==> src/rtl/dsp_pkg.sv <==
package dsp_pkg;
  localparam logic [2:0] K_ALU     = 3'd0;
  localparam logic [2:0] K_LOAD    = 3'd1;
  localparam logic [2:0] K_STORE   = 3'd2;
  localparam logic [2:0] K_STCOND  = 3'd3;
  localparam logic [2:0] K_NONSPEC = 3'd4;
  localparam logic [2:0] K_BARRIER = 3'd5;
  localparam logic [2:0] K_NOP     = 3'd6;

  localparam int ROUTE_W = 6;
  localparam int RB_IQ   = 0;
  localparam int RB_NS   = 1;
  localparam int RB_BAR  = 2;
  localparam int RB_LQ   = 3;
  localparam int RB_SQ   = 4;
  localparam int RB_DONE = 5;

  typedef enum logic [2:0] {
    TS_IDLE = 3'd0,
    TS_RUN  = 3'd1,
    TS_BLK  = 3'd2,
    TS_UNB  = 3'd3,
    TS_SQU  = 3'd4
  } tstate_e;

  function automatic logic is_ld(input logic [2:0] k);
    return k == K_LOAD;
  endfunction

  function automatic logic is_st(input logic [2:0] k);
    return (k == K_STORE) || (k == K_STCOND);
  endfunction
endpackage

==> src/rtl/dsp_route.sv <==
module dsp_route
  import dsp_pkg::*;
(
  input  logic [2:0]         kind,
  output logic [ROUTE_W-1:0] route
);
  always_comb begin
    route = '0;
    case (kind)
      K_LOAD:    begin route[RB_IQ] = 1'b1; route[RB_LQ] = 1'b1; end
      K_STORE:   begin route[RB_IQ] = 1'b1; route[RB_SQ] = 1'b1; end
      K_STCOND:  begin route[RB_NS] = 1'b1; route[RB_SQ] = 1'b1; end
      K_NONSPEC: route[RB_NS]   = 1'b1;
      K_BARRIER: route[RB_BAR]  = 1'b1;
      K_NOP:     route[RB_DONE] = 1'b1;
      default:   route[RB_IQ]   = 1'b1;
    endcase
    AST_ROUTE_ONE: assert ($onehot({route[RB_IQ], route[RB_NS], route[RB_BAR], route[RB_DONE]}));
  end
endmodule

==> src/rtl/dsp_skid.sv <==
module dsp_skid
  import dsp_pkg::*;
#(
  parameter int W     = 2,
  parameter int DEPTH = 4,
  parameter int TAG_W = 8,
  localparam int CW    = $clog2(W + 1),
  localparam int PTR_W = $clog2(DEPTH),
  localparam int CNT_W = $clog2(DEPTH + 1)
) (
  input  logic                      clk,
  input  logic                      rst,
  input  logic                      flush,
  input  logic [CW-1:0]             push_n,
  input  logic [W-1:0][2:0]         push_kind,
  input  logic [W-1:0]              push_sq,
  input  logic [W-1:0][TAG_W-1:0]   push_tag,
  input  logic [CW-1:0]             pop_n,
  output logic [W-1:0][2:0]         head_kind,
  output logic [W-1:0]              head_sq,
  output logic [W-1:0][TAG_W-1:0]   head_tag,
  output logic [CNT_W-1:0]          cnt,
  output logic [CNT_W-1:0]          ld_cnt,
  output logic [CNT_W-1:0]          st_cnt,
  output logic                      ovf
);
  logic [2:0]       mem_kind [DEPTH];
  logic             mem_sq   [DEPTH];
  logic [TAG_W-1:0] mem_tag  [DEPTH];
  logic [PTR_W-1:0] rd_q, wr_q;
  logic [CNT_W-1:0] cnt_q;
  logic             ovf_q;
  int               free_i, acc_i;
  logic             over;

  always_comb begin
    free_i = DEPTH - int'(cnt_q) + int'(pop_n);
    over   = int'(push_n) > free_i;
    acc_i  = over ? free_i : int'(push_n);
  end

  for (genvar i = 0; i < W; i++) begin : g_head
    assign head_kind[i] = mem_kind[rd_q + PTR_W'(i)];
    assign head_sq[i]   = mem_sq[rd_q + PTR_W'(i)];
    assign head_tag[i]  = mem_tag[rd_q + PTR_W'(i)];
  end

  always_comb begin
    int nl, ns;
    nl = 0;
    ns = 0;
    for (int j = 0; j < DEPTH; j++) begin
      if (int'(PTR_W'(PTR_W'(j) - rd_q)) < int'(cnt_q)) begin
        if (is_ld(mem_kind[j])) nl++;
        if (is_st(mem_kind[j])) ns++;
      end
    end
    ld_cnt = CNT_W'(nl);
    st_cnt = CNT_W'(ns);
  end

  always_ff @(posedge clk) begin
    for (int k = 0; k < W; k++) begin
      if (!flush && k < acc_i) begin
        mem_kind[wr_q + PTR_W'(k)] <= push_kind[k];
        mem_sq[wr_q + PTR_W'(k)]   <= push_sq[k];
        mem_tag[wr_q + PTR_W'(k)]  <= push_tag[k];
      end
    end
  end

  always_ff @(posedge clk) begin
    if (rst) begin
      rd_q  <= '0;
      wr_q  <= '0;
      cnt_q <= '0;
      ovf_q <= 1'b0;
    end else if (flush) begin
      rd_q  <= wr_q;
      cnt_q <= '0;
    end else begin
      rd_q  <= rd_q + PTR_W'(pop_n);
      wr_q  <= wr_q + PTR_W'(acc_i);
      cnt_q <= CNT_W'(int'(cnt_q) - int'(pop_n) + acc_i);
      if (over) ovf_q <= 1'b1;
    end
  end

  assign cnt = cnt_q;
  assign ovf = ovf_q;

  AST_OVF_STICKY: assert property (@(posedge clk) disable iff (rst) ovf_q |=> ovf_q);
endmodule

==> src/rtl/dsp_thread.sv <==
module dsp_thread
  import dsp_pkg::*;
#(
  parameter int W     = 2,
  parameter int DEPTH = 4,
  parameter int TAG_W = 8,
  localparam int CW    = $clog2(W + 1),
  localparam int CNT_W = $clog2(DEPTH + 1),
  localparam int CRW   = $clog2(DEPTH + W + 1)
) (
  input  logic                              clk,
  input  logic                              rst,
  input  logic [CW-1:0]                     in_n,
  input  logic [W-1:0][2:0]                 in_kind,
  input  logic [W-1:0]                      in_sq,
  input  logic [W-1:0][TAG_W-1:0]           in_tag,
  input  logic                              squash,
  input  logic                              rob_sq,
  input  logic                              iq_full,
  input  logic                              lq_full,
  input  logic                              sq_full,
  output logic [W-1:0]                      lane_vld,
  output logic [W-1:0][ROUTE_W-1:0]         lane_route,
  output logic [W-1:0][TAG_W-1:0]           lane_tag,
  output logic                              blk,
  output logic                              unblk,
  output logic [CRW-1:0]                    cr_disp,
  output logic [CRW-1:0]                    cr_lq,
  output logic [CRW-1:0]                    cr_sq,
  output logic                              ovf
);
  tstate_e st_q, nxt, eff;

  logic                      flush;
  logic [CW-1:0]             push_n, pop_n;
  logic [W-1:0][2:0]         push_kind, head_kind, src_kind;
  logic [W-1:0]              push_sq, head_sq, src_sq;
  logic [W-1:0][TAG_W-1:0]   push_tag, head_tag, src_tag;
  logic [W-1:0][ROUTE_W-1:0] src_route;
  logic [CNT_W-1:0]          sk_cnt, sk_ld, sk_st;

  logic [W-1:0]              vld_d;
  logic [W-1:0][ROUTE_W-1:0] route_d;
  logic [W-1:0][TAG_W-1:0]   tag_d;
  logic                      blk_d, unb_d;
  int                        cd, cl, cs, in_ld, in_st;

  dsp_skid #(.W(W), .DEPTH(DEPTH), .TAG_W(TAG_W)) u_skid (
    .clk(clk), .rst(rst), .flush(flush),
    .push_n(push_n), .push_kind(push_kind), .push_sq(push_sq), .push_tag(push_tag),
    .pop_n(pop_n),
    .head_kind(head_kind), .head_sq(head_sq), .head_tag(head_tag),
    .cnt(sk_cnt), .ld_cnt(sk_ld), .st_cnt(sk_st), .ovf(ovf)
  );

  // Draining threads take their oldest entries from the skid buffer.
  always_comb begin
    logic from_skid;
    from_skid = (st_q == TS_BLK) || (st_q == TS_UNB);
    src_kind  = from_skid ? head_kind : in_kind;
    src_sq    = from_skid ? head_sq   : in_sq;
    src_tag   = from_skid ? head_tag  : in_tag;
  end

  for (genvar i = 0; i < W; i++) begin : g_route
    dsp_route u_route (.kind(src_kind[i]), .route(src_route[i]));
  end

  always_comb begin
    in_ld = 0;
    in_st = 0;
    for (int i = 0; i < W; i++) begin
      if (i < int'(in_n)) begin
        if (is_ld(in_kind[i])) in_ld++;
        if (is_st(in_kind[i])) in_st++;
      end
    end
  end

  always_comb begin
    int avail, take, left, pb, pn;
    logic stop;
    nxt = st_q; eff = st_q;
    blk_d = 1'b0; unb_d = 1'b0;
    cd = 0; cl = 0; cs = 0;
    vld_d = '0; route_d = '0; tag_d = '0;
    flush = 1'b0; pop_n = '0;
    avail = 0; take = 0; left = 0; pb = 0; pn = 0; stop = 1'b0;
    if (squash) begin
      flush = 1'b1;
      nxt   = TS_SQU;
      unb_d = (st_q == TS_BLK) || (st_q == TS_UNB);
      cd = int'(sk_cnt) + int'(in_n);
      cl = int'(sk_ld) + in_ld;
      cs = int'(sk_st) + in_st;
    end else if (rob_sq) begin
      nxt = TS_SQU;
      cd = int'(in_n); cl = in_ld; cs = in_st;
    end else if (iq_full) begin
      nxt   = TS_BLK;
      blk_d = (st_q != TS_BLK) && (st_q != TS_UNB);
      pn    = int'(in_n);
    end else begin
      case (st_q)
        TS_BLK:  eff = TS_UNB;
        TS_SQU:  eff = TS_RUN;
        default: eff = st_q;
      endcase
      avail = (eff == TS_UNB) ? int'(sk_cnt) : int'(in_n);
      for (int i = 0; i < W; i++) begin
        if (i < avail && !stop) begin
          if (!src_sq[i] && ((is_ld(src_kind[i]) && lq_full) || (is_st(src_kind[i]) && sq_full))) begin
            stop = 1'b1;
          end else begin
            take++;
            cd++;
            if (is_ld(src_kind[i])) cl++;
            if (is_st(src_kind[i])) cs++;
            if (!src_sq[i]) begin
              vld_d[i]   = 1'b1;
              route_d[i] = src_route[i];
              tag_d[i]   = src_tag[i];
            end
          end
        end
      end
      left = avail - take;
      if (eff == TS_UNB) begin
        pop_n = CW'(take);
        pn    = int'(in_n);
        if (left > 0) nxt = TS_BLK;
        else if (int'(sk_cnt) - take + int'(in_n) == 0) begin
          unb_d = 1'b1;
          nxt   = TS_RUN;
        end else nxt = TS_UNB;
      end else begin
        pb = take;
        pn = int'(in_n) - take;
        if (left > 0) begin
          nxt   = TS_BLK;
          blk_d = 1'b1;
        end else if (eff == TS_IDLE && take > 0) nxt = TS_RUN;
        else nxt = eff;
      end
    end
    push_n = CW'(pn);
    push_kind = '0; push_sq = '0; push_tag = '0;
    for (int k = 0; k < W; k++) begin
      if (pb + k < W) begin
        push_kind[k] = in_kind[pb + k];
        push_sq[k]   = in_sq[pb + k];
        push_tag[k]  = in_tag[pb + k];
      end
    end
  end

  always_ff @(posedge clk) begin
    if (rst) begin
      st_q       <= TS_IDLE;
      lane_vld   <= '0;
      lane_route <= '0;
      lane_tag   <= '0;
      blk        <= 1'b0;
      unblk      <= 1'b0;
      cr_disp    <= '0;
      cr_lq      <= '0;
      cr_sq      <= '0;
    end else begin
      st_q       <= nxt;
      lane_vld   <= vld_d;
      lane_route <= route_d;
      lane_tag   <= tag_d;
      blk        <= blk_d;
      unblk      <= unb_d;
      cr_disp    <= CRW'(cd);
      cr_lq      <= CRW'(cl);
      cr_sq      <= CRW'(cs);
    end
  end

  AST_BLK_ONCE: assert property (@(posedge clk) disable iff (rst) blk |=> !blk);
  AST_BLK_UNB_EXCL: assert property (@(posedge clk) disable iff (rst) !(blk && unblk));
  AST_STALL_QUIET: assert property (@(posedge clk) disable iff (rst)
    (iq_full && !squash && !rob_sq) |=> (lane_vld == '0));
  AST_SQUASH_EMPTIES: assert property (@(posedge clk) disable iff (rst) squash |=> (sk_cnt == '0));
  AST_CRED_COVERS: assert property (@(posedge clk) disable iff (rst)
    $countones(lane_vld) <= int'(cr_disp));
endmodule

==> src/rtl/dsp_stage.sv <==
module dsp_stage
  import dsp_pkg::*;
#(
  parameter int NTHR  = 2,
  parameter int W     = 2,
  parameter int DEPTH = 4,
  parameter int TAG_W = 8,
  localparam int CW    = $clog2(W + 1),
  localparam int TID_W = (NTHR > 1) ? $clog2(NTHR) : 1,
  localparam int CRW   = $clog2(DEPTH + W + 1)
) (
  input  logic                                  clk,
  input  logic                                  rst,
  input  logic [CW-1:0]                         grp_n,
  input  logic [TID_W-1:0]                      grp_tid,
  input  logic [W-1:0][2:0]                     grp_kind,
  input  logic [W-1:0]                          grp_squashed,
  input  logic [W-1:0][TAG_W-1:0]               grp_tag,
  input  logic [NTHR-1:0]                       cmt_squash,
  input  logic [NTHR-1:0]                       rob_squashing,
  input  logic [NTHR-1:0]                       iq_full,
  input  logic [NTHR-1:0]                       lq_full,
  input  logic [NTHR-1:0]                       sq_full,
  output logic [NTHR-1:0][W-1:0]                out_vld,
  output logic [NTHR-1:0][W-1:0][ROUTE_W-1:0]   out_route,
  output logic [NTHR-1:0][W-1:0][TAG_W-1:0]     out_tag,
  output logic [NTHR-1:0]                       ren_block,
  output logic [NTHR-1:0]                       ren_unblock,
  output logic [NTHR-1:0][CRW-1:0]              cred_disp,
  output logic [NTHR-1:0][CRW-1:0]              cred_lq,
  output logic [NTHR-1:0][CRW-1:0]              cred_sq,
  output logic [NTHR-1:0]                       skid_ovf
);
  initial begin
    AST_DEPTH_OK: assert (DEPTH >= W && (DEPTH & (DEPTH - 1)) == 0);
  end

  for (genvar t = 0; t < NTHR; t++) begin : g_thr
    logic [CW-1:0] own_n;
    assign own_n = (grp_tid == TID_W'(t)) ? grp_n : '0;

    dsp_thread #(.W(W), .DEPTH(DEPTH), .TAG_W(TAG_W)) u_thr (
      .clk(clk), .rst(rst),
      .in_n(own_n), .in_kind(grp_kind), .in_sq(grp_squashed), .in_tag(grp_tag),
      .squash(cmt_squash[t]), .rob_sq(rob_squashing[t]),
      .iq_full(iq_full[t]), .lq_full(lq_full[t]), .sq_full(sq_full[t]),
      .lane_vld(out_vld[t]), .lane_route(out_route[t]), .lane_tag(out_tag[t]),
      .blk(ren_block[t]), .unblk(ren_unblock[t]),
      .cr_disp(cred_disp[t]), .cr_lq(cred_lq[t]), .cr_sq(cred_sq[t]),
      .ovf(skid_ovf[t])
    );
  end
endmodule

==> config.mk <==
export PLATFORM = sky130hd
export DESIGN_NAME = dsp_stage
export DESIGN_NICKNAME = d
export VERILOG_FILES = /design/src/rtl/dsp_pkg.sv /design/src/rtl/dsp_route.sv /design/src/rtl/dsp_skid.sv /design/src/rtl/dsp_thread.sv /design/src/rtl/dsp_stage.sv
export SDC_FILE = /design/constraint.sdc
export NUM_CORES = 1
export LEC_CHECK = 0
export BUFFER_PORTS_ARGS = -buffer_cell sky130_fd_sc_hd__buf_2
export CORE_MARGIN = 5
export CORE_UTILIZATION = 51
export DETAILED_ROUTE_END_ITERATION = 10
export PLACE_DENSITY = 0.7
export SYNTH_ARGS = -nofsm -noshare
export SYNTH_HDL_FRONTEND = slang
export SYNTH_HIERARCHICAL = 1
export SYNTH_SLANG_ARGS = --single-unit
==> constraint.sdc <==
create_clock -name clk -period 17.05 [get_ports clk]
set_clock_uncertainty 0.2 [all_clocks]
set_input_delay 5.115 -clock clk [delete_from_list [all_inputs] [get_ports clk]]
set_output_delay 5.115 -clock clk [all_outputs]
set_load 0.02 [all_outputs]
**Word-level counts from Yosys, hierarchy flattened**

Memories as Yosys holds them, arrays and structs flattened. A register that Yosys moved wholly into a read port is not among the register bits.
Cells that the tools add are included.

- Bits in writable memories: 96
- Input port bits: 39
- Memory bits (read-only): 0
- Bits in latches: 0
- Register bits: 104
- Word-level logic and storage cells: 594
- Output and inout bits: 84
- Memories: 6

Memories:

| name | depth | bits a word | rd ports | clocked after Yosys merged registers in | wr ports | RTL line | text |
|---|---|---|---|---|---|---|---|
| g_thr[0].u_thr.u_skid.mem_tag | 4 | 8 | 2 | 1 | 2 | dsp_skid.sv:29 | `logic [TAG_W-1:0] mem_tag [DEPTH];` |
| g_thr[1].u_thr.u_skid.mem_tag | 4 | 8 | 2 | 1 | 2 | dsp_skid.sv:29 |  |
| g_thr[0].u_thr.u_skid.mem_kind | 4 | 3 | 6 | 1 | 2 | dsp_skid.sv:27 | `logic [2:0] mem_kind [DEPTH];` |
| g_thr[1].u_thr.u_skid.mem_kind | 4 | 3 | 6 | 1 | 2 | dsp_skid.sv:27 |  |
| g_thr[0].u_thr.u_skid.mem_sq | 4 | 1 | 2 | 1 | 2 | dsp_skid.sv:28 | `logic mem_sq [DEPTH];` |
| g_thr[1].u_thr.u_skid.mem_sq | 4 | 1 | 2 | 1 | 2 | dsp_skid.sv:28 |  |

- Multiplexer cells: 302
- Divide/modulo/power cells: 0
- $lt $le $gt $ge: 34
- Equal/unequal tests: 66
- Bitwise logic cells: 6
- Shifts and indexed selects: 0
- Add/sub/neg operators: 62
- Reduce and logical (&&, ||, !) cells: 82
- Multiply operators: 0

Operator list:

| operator | number |
|---|---|
| two-way mux 32 bit | 28 |
| two-way mux 3 bit | 116 |
| < comparator 32 x 3 -> 1 bit, second input constant | 8 |
| adder 32 x 2 -> 32 bit, second input constant | 4 |
| adder 32 x 3 -> 32 bit | 4 |
| > comparator 32 x 1 -> 1 bit, second input constant | 4 |
| < comparator 1 x 32 -> 1 bit, first input constant | 4 |
| < comparator 2 x 32 -> 1 bit, first input constant | 4 |
| two-way mux 8 bit | 16 |
| subtractor 4 x 32 -> 32 bit | 4 |
| two-way mux 1 bit | 106 |
| == test 3 x 2 -> 1 bit, second input constant | 34 |
| > comparator 3 x 32 -> 1 bit | 2 |
| zero test 32 bit | 2 |
| two-way mux 2 bit | 30 |
| == test 3 x 1 -> 1 bit, second input constant | 14 |
| == test 3 bit, second input constant | 14 |
| adder 3 x 2 -> 3 bit, second input constant | 12 |
| two-way mux 16 bit | 2 |
| OR reduction 7 bit | 4 |
| < comparator 2 x 3 -> 1 bit | 8 |
| OR reduction 4 bit | 6 |
| OR reduction 6 bit | 4 |
| logical AND 1 bit | 22 |
| other kinds (21) | 100 |

**Depth between registers and ports, before layout**

Gate-level depths: netlist (run 1).

- Word-level depth: 30
- Gate-level depth with buffers: 30
- Depth with buffers taken out: 27

**By module**

Netlist (run 1), hierarchy kept.

By module, submodules not included:

| module | cells an instance | area each (µm²) | times used |
|---|---|---|---|
| dsp_skid at g_thr[0].u_thr.u_skid | 303 | 3941.3 | 1 |
| dsp_skid at g_thr[1].u_thr.u_skid | 303 | 3940.0 | 1 |
| dsp_thread at g_thr[1].u_thr | 338 | 2758.9 | 1 |
| dsp_thread at g_thr[0].u_thr | 331 | 2718.9 | 1 |
| dsp_route | 9 | 58.8 | 4 |
| dsp_stage | 4 | 25.0 | 1 |

**Least setup slack after synthesis (run 1)**

OpenSTA, ideal clock, no wires.

- Path kind: input port to flip-flop
- From: in grp_kind[2] (netlist name)
- To: reg g_thr[0].u_thr.u_skid.cnt_q[2]
- Data arrival time: 10317 ps
- Setup time: 132 ps
- Path slack: 6401 ps
- Required time: 16718 ps
- Stages on the path: 24
- Cell sequence: or3b_2 mux2i_1 a2bb2oi_2 nand2b_1 nand2_1 inv_1 ha_1 nor2_1 nor4_1 ha_1 inv_1 fa_1 ha_1 nor2b_1 o21ai_0 or2_1 a31oi_1 o211a_1 buf_6 fa_1 fa_1 xor2_1 xnor2_1 nor3_1

- Cells in the longest elaborated chain, start to end: 25

RTL lines:

| item | RTL line | text |
|---|---|---|
| from (decl) | dsp_stage.sv:16 | `input logic [W-1:0][2:0] grp_kind,` |
| two-way mux 6 bit (*) | dsp_thread.sv:60 | `src_kind = from_skid ? head_kind : in_kind;` |
| == test 3 x 2 -> 1 bit | dsp_pkg.sv:31 | `return (k == K_STORE) \|\| (k == K_STCOND);` |
| logical OR 1 bit | dsp_pkg.sv:31 |  |
| logical AND 1 bit | dsp_thread.sv:112 | `if (!src_sq[i] && ((is_ld(src_kind[i]) && lq_full) \|\| (is_st(src_kind[i]) && sq_full))) begin` |
| logical OR 1 bit (*) | dsp_thread.sv:112 |  |
| logical AND 1 bit (*) | dsp_thread.sv:112 |  |
| two-way mux 1 bit | dsp_thread.sv:112 |  |
| two-way mux 32 bit or two-way mux 1 bit (tied branches) | dsp_thread.sv:111 | `if (i < avail && !stop) begin` |
| [10 not listed] | -- |  |
| two-way mux 2 bit (*) | dsp_thread.sv:99 | `end else if (iq_full) begin` |
| two-way mux 2 bit (*) | dsp_thread.sv:96 | `end else if (rob_sq) begin` |
| two-way mux 2 bit (*) | dsp_thread.sv:89 | `if (squash) begin` |
| via g_thr[0].u_thr.pop_n[0] | dsp_thread.sv:35 | `logic [CW-1:0] push_n, pop_n;` |
| adder 32 x 3 -> 32 bit | dsp_skid.sv:37 | `free_i = DEPTH - int'(cnt_q) + int'(pop_n);` |
| > comparator 3 x 32 -> 1 bit | dsp_skid.sv:38 | `over = int'(push_n) > free_i;` |
| two-way mux 32 bit | dsp_skid.sv:39 | `acc_i = over ? free_i : int'(push_n);` |
| adder 3 bit (*) | dsp_skid.sv:84 | `cnt_q <= CNT_W'(int'(cnt_q) - int'(pop_n) + acc_i);` |
| to (signal assigned) | dsp_skid.sv:84 |  |
| to (decl) | dsp_skid.sv:31 | `logic [CNT_W-1:0] cnt_q;` |

The timed path passes the listed nets; every way through them passes the cells marked *. The select of a mux whose other input is x is not followed.
A chain may end at the register's enable or synchronous reset.

**Worst setup path in the final report (run 1)**

- From: in grp_kind[2] (netlist name)
- To: reg g_thr[1].u_thr.u_skid.cnt_q[2]

- Cells in the longest elaborated chain, start to end: 25

RTL lines:

| item | RTL line |
|---|---|
| two-way mux 6 bit (*) | dsp_thread.sv:60 |
| == test 3 x 2 -> 1 bit | dsp_pkg.sv:31 |
| logical OR 1 bit | dsp_pkg.sv:31 |
| logical AND 1 bit | dsp_thread.sv:112 |
| logical OR 1 bit (*) | dsp_thread.sv:112 |
| logical AND 1 bit (*) | dsp_thread.sv:112 |
| two-way mux 1 bit | dsp_thread.sv:112 |
| two-way mux 32 bit or two-way mux 1 bit (tied branches) | dsp_thread.sv:111 |
| [10 not listed] | -- |
| two-way mux 2 bit (*) | dsp_thread.sv:99 |
| two-way mux 2 bit (*) | dsp_thread.sv:96 |
| two-way mux 2 bit (*) | dsp_thread.sv:89 |
| via g_thr[1].u_thr.pop_n[0] | dsp_thread.sv:35 |
| adder 32 x 3 -> 32 bit | dsp_skid.sv:37 |
| > comparator 3 x 32 -> 1 bit | dsp_skid.sv:38 |
| two-way mux 32 bit | dsp_skid.sv:39 |
| adder 3 bit (*) | dsp_skid.sv:84 |
| to (signal assigned) | dsp_skid.sv:84 |
| to (decl) | dsp_skid.sv:31 |

Marked as above.

==> reports/qor.yml, run 1 <==
worst_slack_ns: 5.96
arrival_ns: 11.20
port-buffer-count: 122
rsz0062_at_grt: "false"
post-route-util_pct: 57.5
htree_levels: 4
required_ns: 17.16
io_pins: 123
synth_top_area_share_pct: 21.2
nets: 1535
clock_path_buffers: 2
ys_seq_area_share_pct: 36.5
hold_viol: 0
wl_mm: 35.0
cap_violations: 0
cts_tree: "built"
grt_pass1_wl_mm: 55.9
grt_pass1_vias: 10289
status: "completed"
die_y_um: 173
cp-start-kind: "input port"
hold_path_class: "reg -> reg"
dieArea_um2: 30100
synthesis.area_um2: 13600
cts_buffers: 17
fp.dieW_um: 173
fmax_ghz: 0.0901
fillCellCount: 2245
num_vias: 10561
clockRootBuffer: "clkbuf_16"
drc: 0
cts_setup_buffers: 0
path_class: "in -> reg"
track_usage_pct: 22.9
synth_top_cell_by_area: "edfxtp_1"
setup_tns_ns: 0
setup_viol: 0
synth_flop_cell: "dfxtp_1"
layout-drive-gt1-share_pct: 25.6
slew_viol_final: 0
ant_nets: 0
cts_hold_buf: 0
path_clk_slew_ns: 0.08
critPathMaxStageDelay_ns: 0.69
p_leak_nw: 6.08
clkSinkCount: 200
rows: 59
syn2layout_area_growth_pct: 10.6
dpl_worst_slack_ns: 5.61
synth_nets: 1444
worstMarginPinSlew_ns: 1.27
start_util_pct: 52.0
synth-edff-count: 96
synth-seq-cells: 200
post_cts_resized: 0
hpwlAfterDp_mm: 24.7
critical_path.slowest_cell: "nor4_1"
async_reset_ff_share_pct: 0
num_antenna_cells: 0
period_share_pct: 65.1
finalCriticalPeriod_ns: 11.09
yosys_warnings: 6
core_um2: 26200
cp_cell_sequence: "buf_2, nor3b_1, nand3_1, o211a_1, nand2b_1, nand2_1, inv_1, ha_1, o21ai_2, nor4_1, ha_1, inv_1, fa_1, ha_1, nor2b_1, o21ai_0, or2_1, a31oi_1, o211a_1, fa_1, fa_1, xor2_1, xnor2_1, nor3_1"
drtPass1Iterations: 5
syn_area_per_cell_um2: 10.4
vias_per_cell: 6.02
syn_inst: 1315
clock_latency_ns: 0.44
end_kind: "register"
grt_max_degree: 50
mostFrequentLayoutCells: "nand2_1 (143), buf_2 (122), dfxtp_1 (104)"
irDropWorstVdd_uv: 65.1
synthTopCellsByArea: "edfxtp_1 (21%), dfxtp_1 (15%), mux4_2 (7.9%)"
grt-ovfl-total: 0
path_max_fanout: 9
max_slew_margin_pct: 14.8
avgRoutedWirePerCell_um: 20.0
routabilityCongestion: 0.888
final_common_cell: "nand2_1"
yosysUniqueCellTypes: 79
p_per_area_nw_per_um2: 76.4
drtIter0Drc: 980
antenna_found_initial: 0
per-layer routing:
layer	vias up	wire [um]	global-route usage, %	part of all wire [%]
met5	-	0	0	0
met4	0	600	6.05	1.7
met3	50	2700	4.14	7.7
met2	443	16200	36.7	46
met1	5140	15500	32.2	44
li1	4928	-	-	-
cell usage after synthesis (5+ instances only):
cell type	instances
nand3_1	12
fa_1	18
mux4_2	48
mux2_2	92
a21oi_1	72
buf_6	7
nor4_1	5
nand4_1	5
nand2b_1	24
o21ai_0	19
mux2_4	22
edfxtp_1	96
a22oi_1	7
buf_2	13
xor2_1	15
dfxtp_1	104
nor2_1	98
clkbuf_1	37
inv_1	66
o211ai_1	11
and2_1	70
nor3_1	19
o31ai_1	6
a221oi_1	5
or3_1	7
nand2_1	143
xnor2_1	23
a22o_1	25
nor3b_1	13
mux2i_1	19
buf_1	5
nor2b_1	23
o22ai_1	14
ha_1	72
power breakdown:
group	internal, mW	total (mW)	switching, mW
sequential	0.518	0.529	0.0118
combinational	0.0895	0.208	0.118
clock	0.213	0.414	0.201
sequential cells by signal (all words and copies together), names as in the netlist:
| register | cells |
|---|---|
| g_thr.u_thr/blk | 2 |
| g_thr.u_thr/cr_disp | 6 |
| g_thr.u_thr/cr_lq | 6 |
| g_thr.u_thr/cr_sq | 6 |
| g_thr.u_thr/lane_route | 24 |
| g_thr.u_thr/lane_tag | 32 |
| g_thr.u_thr/lane_vld | 4 |
| g_thr.u_thr/st_q | 6 |
| g_thr.u_thr/u_skid/cnt | 6 |
| g_thr.u_thr/u_skid/mem_kind | 24 |
| g_thr.u_thr/u_skid/mem_sq | 8 |
| g_thr.u_thr/u_skid/mem_tag | 64 |
| g_thr.u_thr/u_skid/ovf | 2 |
| g_thr.u_thr/u_skid/rd_q | 4 |
| g_thr.u_thr/u_skid/wr_q | 4 |
| g_thr.u_thr/unblk | 2 |
logic make-up (layout without fill, tap and decap cells):
| family | count (synthesis) | count (layout) | synth area share [%] |
|---|---|---|---|
| flops | 200 | 200 | 36.5 |
| buf+inv | 132 | 236 | 4.24 |
| compound gates | 202 | 202 | 9.97 |
| fa+ha+maj | 90 | 90 | 9.26 |
| simple gates | 472 | 472 | 18.3 |
| mux | 181 | 181 | 19.4 |
| xor+xnor | 38 | 38 | 2.44 |
layout make-up:
cell class / instances / area (um^2) / share of cell area (%)
Sequential cell: 200 / 4960 / 33.0
Tap cell: 335 / 419 / 2.78
Clock inverter: 14 / 154 / 1.02
Inverter: 68 / 262 / 1.74
Multi-Input combinational cell: 983 / 8110 / 53.8
Clock buffer: 18 / 439 / 2.92
Timing Repair Buffer: 136 / 716 / 4.75
final timing paths:
check / startpoint / endpoint / slack, ns / cells after the start
worst min-delay path: g_thr[0].u_thr/u_skid/ovf / g_thr[0].u_thr/u_skid/ovf / 0.27 / 2
worst max register to register: g_thr[0].u_thr/u_skid/rd_q[1] / g_thr[0].u_thr/u_skid/cnt[2] / 9.10 / 25
worst min register to register: g_thr[0].u_thr/u_skid/ovf / g_thr[0].u_thr/u_skid/ovf / 0.27 / 2
worst max-delay path: grp_kind[2] / g_thr[1].u_thr/u_skid/cnt[2] / 5.96 / 24
critical path, delay by kind of cell:
| kind | cells | cell delay [ns] |
|---|---|---|
| xor+xnor | 2 | 0.32 |
| buf+inv | 3 | 0.29 |
| fa+ha+maj | 6 | 2.48 |
| compound gates | 5 | 0.92 |
| simple gates | 8 | 2.08 |
through the flow:
step / hold slack, ns / area (um^2) / cells / power (mW)
final: 0.274 / 15100 / 1754 / 1.15
after global placement: 0.254 / 14500 / 1722 / 0.738
after detailed placement: 0.260 / 14500 / 1722 / 0.744
after CTS: 0.281 / 15100 / 1754 / 1.16
after global routing: 0.322 / 15100 / 1754 / 1.20
after floorplan: 0.279 / 13600 / 1315 / 0.690
No activity file was read; power rests on OpenSTA's default activity.
==> run 2, diff against run 1 <==
Settings changed: PLACE_DENSITY 0.7 to 0.73.
Clock period 17.05 ns to 10 ns, I/O delays scaled along.
==> run 2 against run 1 <==
Non-clock buffer count is 10 higher. Sequential share of layout area is 0.068 points lower. Via count hardly changed. Combinational power is 70% higher. Die area stayed put. Sequential power is 71% higher. Critical endpoint is now g_thr[0].u_thr/u_skid/cnt[2]. Largest cell class unchanged. Highest routed layer unchanged.
==> reports/qor.yml, run 2 (synthesis gave the netlist of run 1 again) <==
clockRootBuffer: "clkbuf_16"
drc: 0
hold_depth: 2
path_class: "in -> reg"
die_y_um: 173
top_usage_layer: "met2"
clock_latency_ns: 0.44
cts_hold_buf: 0
grt_pass1_vias: 10444
r2r-end: "g_thr[0].u_thr/u_skid/cnt[2]"
critical_path.slowest_cell: "fa_1"
num_vias: 10557
htree_levels: 4
post-route-util_pct: 57.6
fp.dieW_um: 173
core_um2: 26200
top_register: "g_thr.u_thr/u_skid/mem_tag"
p_int_mw: 1.37
path_max_fanout: 9
irDropWorstVdd_uv: 99.5
start_util_pct: 52.0
antenna_found_initial: 1
worst_slack_ns: 1.35
slew_viol_final: 0
cp-start-kind: "input port"
hold_start: "g_thr[0].u_thr/u_skid/ovf"
post_cts_resized: 0
max_slew_margin_pct: 36.7
path_clk_slew_ns: 0.07
grt_use_met1_pct: 31.1
largest_reg_flops: 64
crit_buf_inv: 4
p_total_mw: 1.93
cts_setup_buffers: 0
cp_top_family: "adder cells"
worstMarginPinSlew_ns: 0.950
avgRoutedWirePerCell_um: 19.8
r2r_start: "g_thr[0].u_thr/u_skid/rd_q[0]"
final_common_cell: "nand2_1"
status: "completed"
grt_util_met3_pct: 4.62
critPathMaxStageDelay_ns: 0.56
ant_nets: 0
cts_tree: "built"
track_usage_pct: 23.0
routabilityCongestion: 0.931
layoutNonFillerInstCount: 1765
rsz0062_at_grt: "false"
clock_path_buffers: 2
end_kind: "register"
cap_violations: 0
dpl_worst_slack_ns: 0.976
arrival_ns: 8.75
p_leak_nw: 6.11
io_pins: 123
drtPass1Iterations: 5
syn2layout_area_growth_pct: 10.8
setup_viol: 0
hold_path_class: "reg -> reg"
port-buffer-count: 122
dp.cells: 1732
clkSinkCount: 200
largestRegisters: "g_thr.u_thr/u_skid/mem_tag: 64 flops, g_thr.u_thr/lane_tag: 32 flops"
use_met2_pct: 37.2
hpwlAfterDp_mm: 24.7
setup_tns_ns: 0
finalCriticalPeriod_ns: 8.65
reg2reg_slack_ns: 2.42
fmax_ghz: 0.116
wl_mm: 35.0
layout-drive-gt1-share_pct: 26.0
grt-ovfl-total: 0
dieArea_um2: 30100
period_share_pct: 86.5
vias_per_cell: 5.98
cts_buffers: 17
min_to: "g_thr[0].u_thr/u_skid/ovf"
p_clk_share_pct: 34.9
grt_pass1_wl_mm: 56.0
mostFrequentLayoutCells: "nand2_1 (143), buf_2 (122), dfxtp_1 (104)"
worstRegToRegCells: 26
rows: 59
nets: 1545
combPwrFrac_pct: 18.3
grt_max_degree: 50
hold_viol: 0
p_per_area_nw_per_um2: 128
drtIter0Drc: 1102
power.switching_uw: 561
required_ns: 10.10
switching_share_pct: 29.1
pwr-share-seq_pct: 46.8
run 2: changes by cell type in the layout (fill, tap and decap cells not counted), moves of 2 or more:
cell	change
inv_6	-2
clkinv_4	+3
nor4b_2	+2
nor4b_4	-2
clkbuf_1	+2
buf_4	+10
run 2: worst max-delay path by stage:
stage | from | end | slack [ns] | depth (start not counted)
after floorplan | grp_kind[2] | g_thr[0].u_thr/u_skid/cnt[2] | 1.47 | 24
after global placement | grp_kind[2] | g_thr[0].u_thr/u_skid/cnt[2] | 1.14 | 25
after detailed placement | grp_kind[2] | g_thr[0].u_thr/u_skid/cnt[2] | 0.98 | 25
after CTS | grp_kind[2] | g_thr[0].u_thr/u_skid/cnt[2] | 1.39 | 25
after global routing | grp_kind[2] | g_thr[0].u_thr/u_skid/cnt[2] | 0.95 | 27
final | grp_kind[2] | g_thr[0].u_thr/u_skid/cnt[2] | 1.35 | 25
run 2: tightest hold or removal path, stage by stage, from the launching register on:
cell and delay (ns):
dfxtp_1 0.33, nor2_1 0.05, nor2_1 0.06
run 2: power groups by stage:
| stage | Sequential [mW] | Clock [mW] | Combinational (mW) |
|---|---|---|---|
| 2_1_floorplan | 0.918 | 0 | 0.259 |
| 3_3_place_gp | 0.920 | 0 | 0.337 |
| 5_1_grt | 0.906 | 0.716 | 0.390 |
| 6_report | 0.903 | 0.673 | 0.353 |
| 3_5_place_dp | 0.921 | 0 | 0.348 |
| 4_1_cts | 0.903 | 0.683 | 0.351 |
run 2: area by class of cell:
class                           instances  area, um^2
Tap cell                              335         419
Timing Repair Buffer                  146         791
Inverter                               68         262
Fill cell                            2206       11100
Antenna cell                            1        2.50
Multi-Input combinational cell        983        8090
Clock inverter                         13         131
Sequential cell                       200        4960
Clock buffer                           19         433
run 2: routing by layer:
layer,wire (um),share of wire (%)
met1,14900,43
met2,16200,46
met3,2870,8.2
met4,1050,3.0
met5,0,0
run 2: per-stage QoR:
| stage | hold WS [ns] | instance area, um^2 |
|---|---|---|
| floorplan | 0.279 | 13600 |
| global placement | 0.255 | 14500 |
| detailed placement | 0.262 | 14500 |
| CTS | 0.282 | 15100 |
| global route | 0.313 | 15100 |
| finish | 0.272 | 15100 |
==> run 3, diff against run 2 <==
Settings changed: REMOVE_ABC_BUFFERS from default to 1.
==> run 3 against run 2 <==
Final cell count about the same. Setup slack better by 0.081 ns. Clock-buffer cell count down 1. Critical path depth unchanged. Clock power up 7.4%. Register-to-register slack better by 0.38 ns. Global-route usage down 0.58 points. Sequential power about the same. Sequential cell count unchanged. First-iteration DRC count down 29%. Utilization up 0.21 points. Combinational power about the same. Largest cell class unchanged. Highest routed layer unchanged.
==> reports/qor.yml, run 3 (synthesis gave the netlist of run 1 again) <==
rsz0062_at_grt: "false"
grt_pass1_vias: 10487
wl_mm: 34.2
cp-start-kind: "input port"
num_vias: 10458
p_per_area_nw_per_um2: 131
cap_violations: 0
nets: 1545
post_cts_resized: 0
irDropWorstVdd_uv: 106
htree_levels: 4
largestRegisters: "g_thr.u_thr/u_skid/mem_tag: 64 flops, g_thr.u_thr/lane_tag: 32 flops"
end_kind: "register"
top_register: "g_thr.u_thr/u_skid/mem_tag"
power.switching_uw: 589
slew_viol_final: 0
setup_viol: 0
clockRootBuffer: "clkbuf_16"
fmax_ghz: 0.117
num_antenna_cells: 0
r2r-end: "g_thr[1].u_thr/u_skid/cnt[2]"
path_clk_slew_ns: 0.08
syn2layout_area_growth_pct: 11.2
path_class: "in -> reg"
cts_setup_buffers: 0
max_slew_margin_pct: 28.6
grt_pass1_wl_mm: 55.1
cts_buffers: 17
r2r_start: "g_thr[1].u_thr/u_skid/rd_q[0]"
rows: 59
dieArea_um2: 30100
largest_reg_flops: 64
hold_viol: 0
clkSinkCount: 200
p_int_mw: 1.39
final_common_cell: "nand2_1"
hold_depth: 2
worstMarginPinSlew_ns: 1.07
grt_max_degree: 50
layout-drive-gt1-share_pct: 26.2
required_ns: 10.11
setup_tns_ns: 0
path_max_fanout: 9
clock_path_buffers: 2
status: "completed"
avgRoutedWirePerCell_um: 19.4
hold_path_class: "reg -> reg"
period_share_pct: 85.7
ant_nets: 0
antenna_found_initial: 0
cts_hold_buf: 0
mostFrequentLayoutCells: "nand2_1 (143), buf_2 (122), dfxtp_1 (104)"
post-route-util_pct: 57.8
pwr-share-seq_pct: 45.6
hold_start: "g_thr[0].u_thr/u_skid/ovf"
drtPass1Iterations: 5
core_um2: 26200
p_clk_share_pct: 36.5
hpwlAfterDp_mm: 24.4
routabilityCongestion: 0.914
finalCriticalPeriod_ns: 8.57
vias_per_cell: 5.93
combPwrFrac_pct: 17.9
worstRegToRegCells: 25
grt-ovfl-total: 0
track_usage_pct: 22.4
arrival_ns: 8.69
drtIter0Drc: 781
start_util_pct: 52.0
die_y_um: 173
drc: 0
p_leak_nw: 6.13
reg2reg_slack_ns: 2.80
port-buffer-count: 122
min_to: "g_thr[0].u_thr/u_skid/ovf"
fp.dieW_um: 173
cts_tree: "built"
clock_latency_ns: 0.45
io_pins: 123
switching_share_pct: 29.8
run 3: cell types whose count changed in the layout (fill, tap and decap cells not counted), sizes merged:
| cell | change |
|---|---|
| clkbuf | -1 |
| clkinv | -4 |
| diode | -1 |
| inv | +5 |
run 3: area by class of cell:
cell class | instances | area, um^2
Timing Repair Buffer | 146 | 791
Inverter | 68 | 262
Tap cell | 335 | 419
Fill cell | 2120 | 11100
Sequential cell | 200 | 4960
Clock inverter | 14 | 183
Clock buffer | 18 | 439
Multi-Input combinational cell | 983 | 8090
run 3: stage by stage:
step | hold slack [ns] | instances | worst slack [ns] | total power, mW | area (um^2)
CTS | 0.289 | 1764 | 1.46 | 1.99 | 15100
floorplan | 0.279 | 1251 | 1.44 | 1.17 | 13300
global route | 0.299 | 1764 | 0.881 | 2.07 | 15100
detailed placement | 0.260 | 1732 | 1.00 | 1.27 | 14500
global placement | 0.263 | 1732 | 1.16 | 1.26 | 14500
finish | 0.277 | 1764 | 1.43 | 1.98 | 15100
run 3: worst max-delay path by stage:
stage                      from  slack [ns]                           end
floorplan           grp_kind[2]        1.44  g_thr[0].u_thr/u_skid/cnt[2]
global placement    grp_kind[2]        1.16  g_thr[0].u_thr/u_skid/cnt[2]
detailed placement  grp_kind[2]        1.00  g_thr[0].u_thr/u_skid/cnt[2]
CTS                 grp_kind[2]        1.46  g_thr[0].u_thr/u_skid/cnt[2]
global route        grp_kind[2]        0.88  g_thr[0].u_thr/u_skid/cnt[2]
finish              grp_kind[0]        1.43  g_thr[0].u_thr/u_skid/cnt[2]
run 3: metal layers:
metal | wire, um | track usage [%]
met1 | 14100 | 28.7
met2 | 17400 | 40.2
met3 | 2110 | 2.68
met4 | 583 | 6.15
met5 | 0 | 0
run 3: power groups by stage:
stage	Sequential [mW]	Combinational, mW	Clock, mW
3_5_place_dp	0.921	0.347	0
6_report	0.902	0.354	0.723
2_1_floorplan	0.925	0.241	0
5_1_grt	0.906	0.393	0.772
3_3_place_gp	0.920	0.339	0
4_1_cts	0.902	0.351	0.737
run 3: critical path, cell delays in order:
cell and delay [ns]:
buf_2 0.18, or3b_2 0.50, mux2i_1 0.18, a2bb2oi_2 0.10, nand2b_1 0.23, nand2_1 0.17, inv_1 0.06, ha_1 0.33
nor2_1 0.07, nor4_1 0.26, buf_4 0.18, ha_1 0.19, inv_1 0.06, fa_1 0.54, ha_1 0.34, nor2b_1 0.12
o21ai_0 0.09, or2_1 0.26, a31oi_1 0.17, o211a_1 0.35, fa_1 0.50, fa_1 0.44, xor2_1 0.16, xnor2_1 0.15
nor3_1 0.06
